### src/rtl/blkxfer_pkg.sv
`timescale 1ns/1ps
package blkxfer_pkg;

  typedef enum logic [1:0] {
    ST_IDLE  = 2'd0,
    ST_RUN   = 2'd1,
    ST_DRAIN = 2'd2
  } xfer_state_e;

  typedef struct packed {
    logic load;
    logic wb;
  } xfer_mode_t;

endpackage

### src/rtl/blkxfer_addrgen.sv
`timescale 1ns/1ps
// Start and final address for a block transfer, from base, mask and mode.
module blkxfer_addrgen #(
  parameter int NREG  = 16,
  parameter int AW    = 32,
  parameter int ASTEP = 4
) (
  input  logic [AW-1:0]   base,
  input  logic [NREG-1:0] mask,
  input  logic            pre_step,
  input  logic            step_up,
  output logic [AW-1:0]   first_addr,
  output logic [AW-1:0]   final_addr
);
  localparam int CW = $clog2(NREG + 1);
  localparam int SH = $clog2(ASTEP);
  localparam logic [AW-1:0] STEP_V = AW'(ASTEP);

  logic [CW-1:0] cnt;
  logic [AW-1:0] span;
  logic [AW-1:0] low;

  always_comb begin
    cnt = '0;
    for (int i = 0; i < NREG; i++) begin
      cnt = cnt + CW'(mask[i]);
    end
  end

  assign span = AW'(cnt) << SH;
  assign low  = base - span;

  always_comb begin
    if (step_up) begin
      first_addr = pre_step ? (base + STEP_V) : base;
      final_addr = base + span;
    end else begin
      first_addr = pre_step ? low : (low + STEP_V);
      final_addr = low;
    end
  end
endmodule

### src/rtl/blkxfer_pick.sv
`timescale 1ns/1ps
// Lowest-set-bit selector over the remaining register mask.
module blkxfer_pick #(
  parameter int NREG = 16,
  parameter int RIDX = $clog2(NREG)
) (
  input  logic [NREG-1:0] vec,
  output logic [RIDX-1:0] idx,
  output logic            any,
  output logic            last,
  output logic [NREG-1:0] rest
);
  logic [NREG:0]   below;
  logic [NREG-1:0] lowbit;

  assign below[0] = 1'b0;
  for (genvar g = 0; g < NREG; g++) begin : g_chain
    assign below[g+1] = below[g] | vec[g];
    assign lowbit[g]  = vec[g] & ~below[g];
  end

  always_comb begin
    idx = '0;
    for (int g = 0; g < NREG; g++) begin
      if (lowbit[g]) idx = idx | RIDX'(g);
    end
  end

  assign any  = below[NREG];
  assign rest = vec & ~lowbit;
  assign last = any & ~(|rest);
endmodule

### src/rtl/blkxfer_rdpipe.sv
`timescale 1ns/1ps
// Load return path: aligns memory read data with the register index.
module blkxfer_rdpipe #(
  parameter int DW   = 32,
  parameter int RIDX = 4
) (
  input  logic            clk,
  input  logic            rst,
  input  logic            iss_vld,
  input  logic [RIDX-1:0] iss_idx,
  input  logic [DW-1:0]   mem_rdata,
  output logic            wr_en,
  output logic [RIDX-1:0] wr_idx,
  output logic [DW-1:0]   wr_data
);
  logic            pend_q;
  logic [RIDX-1:0] pend_idx_q;

  always_ff @(posedge clk) begin
    if (rst) begin
      pend_q     <= 1'b0;
      pend_idx_q <= '0;
      wr_en      <= 1'b0;
      wr_idx     <= '0;
      wr_data    <= '0;
    end else begin
      pend_q     <= iss_vld;
      pend_idx_q <= iss_idx;
      wr_en      <= pend_q;
      if (pend_q) begin
        wr_idx  <= pend_idx_q;
        wr_data <= mem_rdata;
      end
    end
  end
endmodule

### src/rtl/blkxfer_seq.sv
`timescale 1ns/1ps
// Multi-cycle register block transfer sequencer.
module blkxfer_seq import blkxfer_pkg::*; #(
  parameter int  NREG  = 16,
  parameter int  DW    = 32,
  parameter int  AW    = 32,
  parameter int  ASTEP = 4,
  localparam int RIDX  = $clog2(NREG)
) (
  input  logic            clk,
  input  logic            rst,
  input  logic            start,
  input  logic [AW-1:0]   base_in,
  input  logic [NREG-1:0] sel_mask,
  input  logic            pre_step,
  input  logic            step_up,
  input  logic            base_wb,
  input  logic            is_load,
  output logic            busy,
  output logic [RIDX-1:0] rf_rd_idx,
  input  logic [DW-1:0]   rf_rd_data,
  output logic            rf_wr_en,
  output logic [RIDX-1:0] rf_wr_idx,
  output logic [DW-1:0]   rf_wr_data,
  output logic [AW-1:0]   mem_addr,
  output logic            mem_rd,
  output logic            mem_wr,
  output logic [DW-1:0]   mem_wdata,
  input  logic [DW-1:0]   mem_rdata,
  output logic            done,
  output logic            base_wr_en,
  output logic [AW-1:0]   base_wr_data
);
  localparam logic [AW-1:0] STEP_V = AW'(ASTEP);

  xfer_state_e     state_q;
  xfer_mode_t      mode_q;
  logic [NREG-1:0] rem_q;
  logic [AW-1:0]   addr_q;
  logic [AW-1:0]   fin_q;
  logic            drn_q;
  logic [RIDX-1:0] acc_idx_q;

  logic [AW-1:0]   first_addr;
  logic [AW-1:0]   final_addr;
  logic [RIDX-1:0] p_idx;
  logic            p_any;
  logic            p_last;
  logic [NREG-1:0] p_rest;

  blkxfer_addrgen #(.NREG(NREG), .AW(AW), .ASTEP(ASTEP)) u_agen (
    .base       (base_in),
    .mask       (sel_mask),
    .pre_step   (pre_step),
    .step_up    (step_up),
    .first_addr (first_addr),
    .final_addr (final_addr)
  );

  blkxfer_pick #(.NREG(NREG), .RIDX(RIDX)) u_pick (
    .vec  (rem_q),
    .idx  (p_idx),
    .any  (p_any),
    .last (p_last),
    .rest (p_rest)
  );

  blkxfer_rdpipe #(.DW(DW), .RIDX(RIDX)) u_rdp (
    .clk       (clk),
    .rst       (rst),
    .iss_vld   (mem_rd),
    .iss_idx   (acc_idx_q),
    .mem_rdata (mem_rdata),
    .wr_en     (rf_wr_en),
    .wr_idx    (rf_wr_idx),
    .wr_data   (rf_wr_data)
  );

  assign rf_rd_idx = p_idx;
  assign busy      = (state_q != ST_IDLE);

  always_ff @(posedge clk) begin
    if (rst) begin
      state_q      <= ST_IDLE;
      mode_q       <= '0;
      rem_q        <= '0;
      addr_q       <= '0;
      fin_q        <= '0;
      drn_q        <= 1'b0;
      acc_idx_q    <= '0;
      mem_addr     <= '0;
      mem_rd       <= 1'b0;
      mem_wr       <= 1'b0;
      mem_wdata    <= '0;
      done         <= 1'b0;
      base_wr_en   <= 1'b0;
      base_wr_data <= '0;
    end else begin
      mem_rd     <= 1'b0;
      mem_wr     <= 1'b0;
      done       <= 1'b0;
      base_wr_en <= 1'b0;
      unique case (state_q)
        ST_IDLE: begin
          if (start) begin
            rem_q   <= sel_mask;
            addr_q  <= first_addr;
            fin_q   <= final_addr;
            mode_q  <= '{load: is_load, wb: base_wb};
            state_q <= ST_RUN;
          end
        end
        ST_RUN: begin
          if (!p_any) begin
            done         <= 1'b1;
            base_wr_en   <= mode_q.wb;
            base_wr_data <= fin_q;
            state_q      <= ST_IDLE;
          end else begin
            mem_addr  <= addr_q;
            mem_rd    <= mode_q.load;
            mem_wr    <= ~mode_q.load;
            acc_idx_q <= p_idx;
            if (!mode_q.load) mem_wdata <= rf_rd_data;
            addr_q <= addr_q + STEP_V;
            rem_q  <= p_rest;
            if (p_last) begin
              if (mode_q.load) begin
                state_q <= ST_DRAIN;
                drn_q   <= 1'b0;
              end else begin
                done         <= 1'b1;
                base_wr_en   <= mode_q.wb;
                base_wr_data <= fin_q;
                state_q      <= ST_IDLE;
              end
            end
          end
        end
        ST_DRAIN: begin
          if (drn_q) begin
            done         <= 1'b1;
            base_wr_en   <= mode_q.wb;
            base_wr_data <= fin_q;
            state_q      <= ST_IDLE;
          end else begin
            drn_q <= 1'b1;
          end
        end
        default: state_q <= ST_IDLE;
      endcase
    end
  end
endmodule

### config.mk
export PLATFORM = sky130hd
export DESIGN_NAME = blkxfer_seq
export DESIGN_NICKNAME = d
export VERILOG_FILES = /design/src/rtl/blkxfer_pkg.sv /design/src/rtl/blkxfer_addrgen.sv /design/src/rtl/blkxfer_pick.sv /design/src/rtl/blkxfer_rdpipe.sv /design/src/rtl/blkxfer_seq.sv
export SDC_FILE = /design/constraint.sdc
export NUM_CORES = 1
export LEC_CHECK = 0
export ABC_AREA = 0
export BUFFER_PORTS_ARGS = -buffer_cell sky130_fd_sc_hd__clkbuf_2
export CAP_MARGIN = 20
export CORE_MARGIN = 3
export CORE_UTILIZATION = 40
export DETAILED_ROUTE_END_ITERATION = 10
export HOLD_SLACK_MARGIN = 0.12
export SKIP_LAST_GASP = 1
export SYNTH_ARGS = -nofsm -noshare
export SYNTH_HDL_FRONTEND = slang
export SYNTH_SLANG_ARGS = --single-unit
### constraint.sdc
create_clock -name clk -period 9.7 [get_ports clk]
set_input_delay 0.485 -clock clk [delete_from_list [all_inputs] [get_ports clk]]
set_output_delay 0.485 -clock clk [all_outputs]
set_load 0.02 [all_outputs]
==> results_dict.tcl <==
set metrics [dict create \
    p_per_area_nw_per_um2 290 \
    initial_core_util 0.413 \
    cts_root_buffer "clkbuf_16" \
    worst_pin_slew_ns 1.09 \
    avgSynthCellArea_um2 7.65 \
    drv_slew 0 \
    clk_pin_slew_worst_paths_ns 0.06 \
    layout.nets 2022 \
    power.leakage_nw 6.24 \
    ctsResizeCount 0 \
    async_flop_share 0 \
    setup_viol 0 \
    port_buffers 260 \
    first_pass_iters 5 \
    die_x_um 185 \
    synth-simple-area-share 0.257 \
    synth-seq-cells 231 \
    final_common_cell "nand2_1" \
    grt_max_degree 122 \
    yosys.area.top_type "dfxtp_1" \
    fin_crit_ns 7.42 \
    cts_hold_buf 0 \
    rsz0062_at_grt "no" \
    hold_class "input port to register" \
    crit_fanout 15 \
    whs_ns 0.157 \
    synth_top_family_by_area "simple AND/OR/NAND/NOR gates" \
    fin_worst_skew_ns 0.0169 \
    ys_warn_count 0 \
    vias_per_cell 5.58 \
    grt_pass1_vias 11800 \
    totalWireLength_mm 43.6 \
    io_pins 261 \
    grt_use_met3 0.0414 \
    ir_drop_uv 225 \
    synth_top_cells_by_area "dfxtp_1, nand2_1, a21oi_1" \
    core_area_um2 31100 \
    drt_iter0_drc 1301 \
    path_class "input port to register" \
    syn-cell-area_um2 12800 \
    layout_common_cells "nand2_1, clkbuf_2, dfxtp_1, nor2_1, a21oi_1" \
    die_h_um 185 \
    antenna_found_initial 1 \
    drtAntennaViolNets 0 \
    drv_cap 0 \
    cts_tree "yes" \
    synthAdderAreaFrac 0.0443 \
    synth_xor_area_frac 0.0560 \
    grt_first_pass_wirelength_mm 66.4 \
    worstSetupStartpointType "input port" \
    drive_above_1_share 0.182 \
    cp-end-kind "register" \
    cts_setup_buffers 0 \
    gp_congestion 0.921 \
    dp_hpwl_mm 31.9 \
    hold_viol 0 \
    dieArea_um2 34300 \
    avgRoutedWirePerCell_um 19.1 \
    synth-edff-count 0 \
    seq_area_frac_synth 0.360 \
    synth_compound_area_frac 0.167 \
    cts_buffer_depth 3 \
    grt.met1_usage 0.338 \
    cts_sinks 231 \
    vias 12800 \
    busiest_layer "met2" \
    areaGrowthSynthToFinish_pct 19.7 \
    cp.arrival_ns 7.84 \
    gr-usage-all-layers 0.242 \
    outcome "completed" \
    syn_inst 1678 \
    setup_tns_ns 0 \
    worst-endpoint-required_ns 10.12 \
    drc 0 \
    grt_util_met2 0.393 \
    syn-num-nets 1832 \
    core.rowCount 64 \
    synth.distinct_cells 79 \
    yosysTopAreaCellShare 0.360 \
    worstSkewPairLatency_ns 0.55 \
    gr-total-overflow 0 \
    synth_flop_cell "dfxtp_1" \
    htree_levels 1 \
    cts_buffers 26 \
    slew_headroom 0.274 \
    final.period_utilization 0.765 \
    max_freq_mhz 135 \
    synthMuxAreaShare 0.0675 \
]
==> power by group <==
| group | switching (mW) | total (mW) | internal (mW) |
|---|---|---|---|
| clock | 0.415 | 1.10 | 0.687 |
| sequential | 0.185 | 1.33 | 1.15 |
| combinational | 1.32 | 2.02 | 0.707 |
| total | 1.92 | 4.46 | 2.54 |
==> sequential cells by signal, indices dropped and copies added (netlist names) <==
signal and cells:
drn_q 1, u_rdp.pend_idx_q 4, state_q 2, rem_q 16, mem_wdata 32, u_rdp.wr_en 1
addr_q 32, u_rdp.pend_q 1, mem_rd 1, mem_addr 32, mem_wr 1, mode_q 2
base_wr_data 32, done 1, u_rdp.wr_data 32, fin_q 32, u_rdp.wr_idx 4, base_wr_en 1
acc_idx_q 4
==> final timing paths <==
path                                startpoint       endpoint  slack (ns)  cells past startpoint
worst max-delay path               sel_mask[0]     addr_q[20]        2.28                     21
worst min-delay path            rf_rd_data[20]  mem_wdata[20]        0.16                      3
worst max register to register        rem_q[0]     addr_q[26]        5.91                     10
worst min register to register       fin_q[26]      fin_q[26]        0.45                      2
==> cell usage after synthesis (all sizes together) (4+ instances only) <==
cell type and instances:
o21bai 5, o22ai 9, a21boi 4, nor4b 5, o221ai 4, nand2b 7
a31oi 10, nand3 44, nor3 47, and2 11, fa 12, a2bb2oi 4
xor2 34, mux2i 82, or3 17, or4 9, nand4 26, o21a 6
and3 5, a22oi 16, clkbuf 91, a21oi 170, dfxtp 231, o31ai 5
buf 24, nor2b 17, maj3 4, nand3b 5, nor4 25, nor3b 5
inv 46, o21ai 69, or2 7, a211oi 24, nor2 202, ha 23
xnor2 48, nand2 282, a311oi 4
==> through the flow <==
step	power (mW)	setup WS [ns]	cell area [um^2]	std cells	utilization
final	4.46	2.28	15400	2285	0.494
after global routing	4.75	2.00	15400	2285	0.494
after CTS	4.45	2.37	15300	2282	0.493
after detailed placement	3.34	1.83	14300	2234	0.462
after global placement	3.32	2.02	14300	2234	0.462
after floorplan	2.71	2.86	12800	1678	-
==> per-layer routing <==
layer  vias up  routed length (um)  part of all wire
met5         -                   0                 0
met4         0                 913             0.021
met3        70                3480             0.080
met2       530               19800              0.45
met1      5938               19400              0.45
li1       6219                   -                 -
==> final cells by class <==
| cell class | instances | area [um^2] |
|---|---|---|
| Clock buffer | 36 | 728 |
| Timing Repair Buffer | 277 | 1480 |
| Fill cell | 3181 | 15700 |
| Tap cell | 396 | 495 |
| Clock inverter | 12 | 235 |
| Antenna cell | 1 | 2.50 |
| Sequential cell | 231 | 4630 |
| Inverter | 47 | 176 |
| Multi-Input combinational cell | 1285 | 7620 |
==> worst max-delay path: stages <==
cell and delay (ns):
clkbuf_2 0.11, ha_1 0.29, inv_1 0.07, fa_1 0.44, fa_1 0.49, fa_1 0.53
fa_1 0.42, fa_1 0.41, fa_1 0.51, inv_1 0.10, ha_1 0.32, or2_2 0.34
a2111oi_4 0.90, o31ai_1 0.24, a211oi_1 0.46, nand3_1 0.29, nor4b_4 0.55, and3b_1 0.24
nor3_1 0.06, o21a_1 0.22, o41a_1 0.36
==> logic make-up after synthesis <==
logic type	Yosys count
xor+xnor	82
buf+inv	162
flops	231
simple gates	721
mux	85
fa+ha+maj	39
compound gates	358
Note: power is estimated with default switching activity, not from simulation.
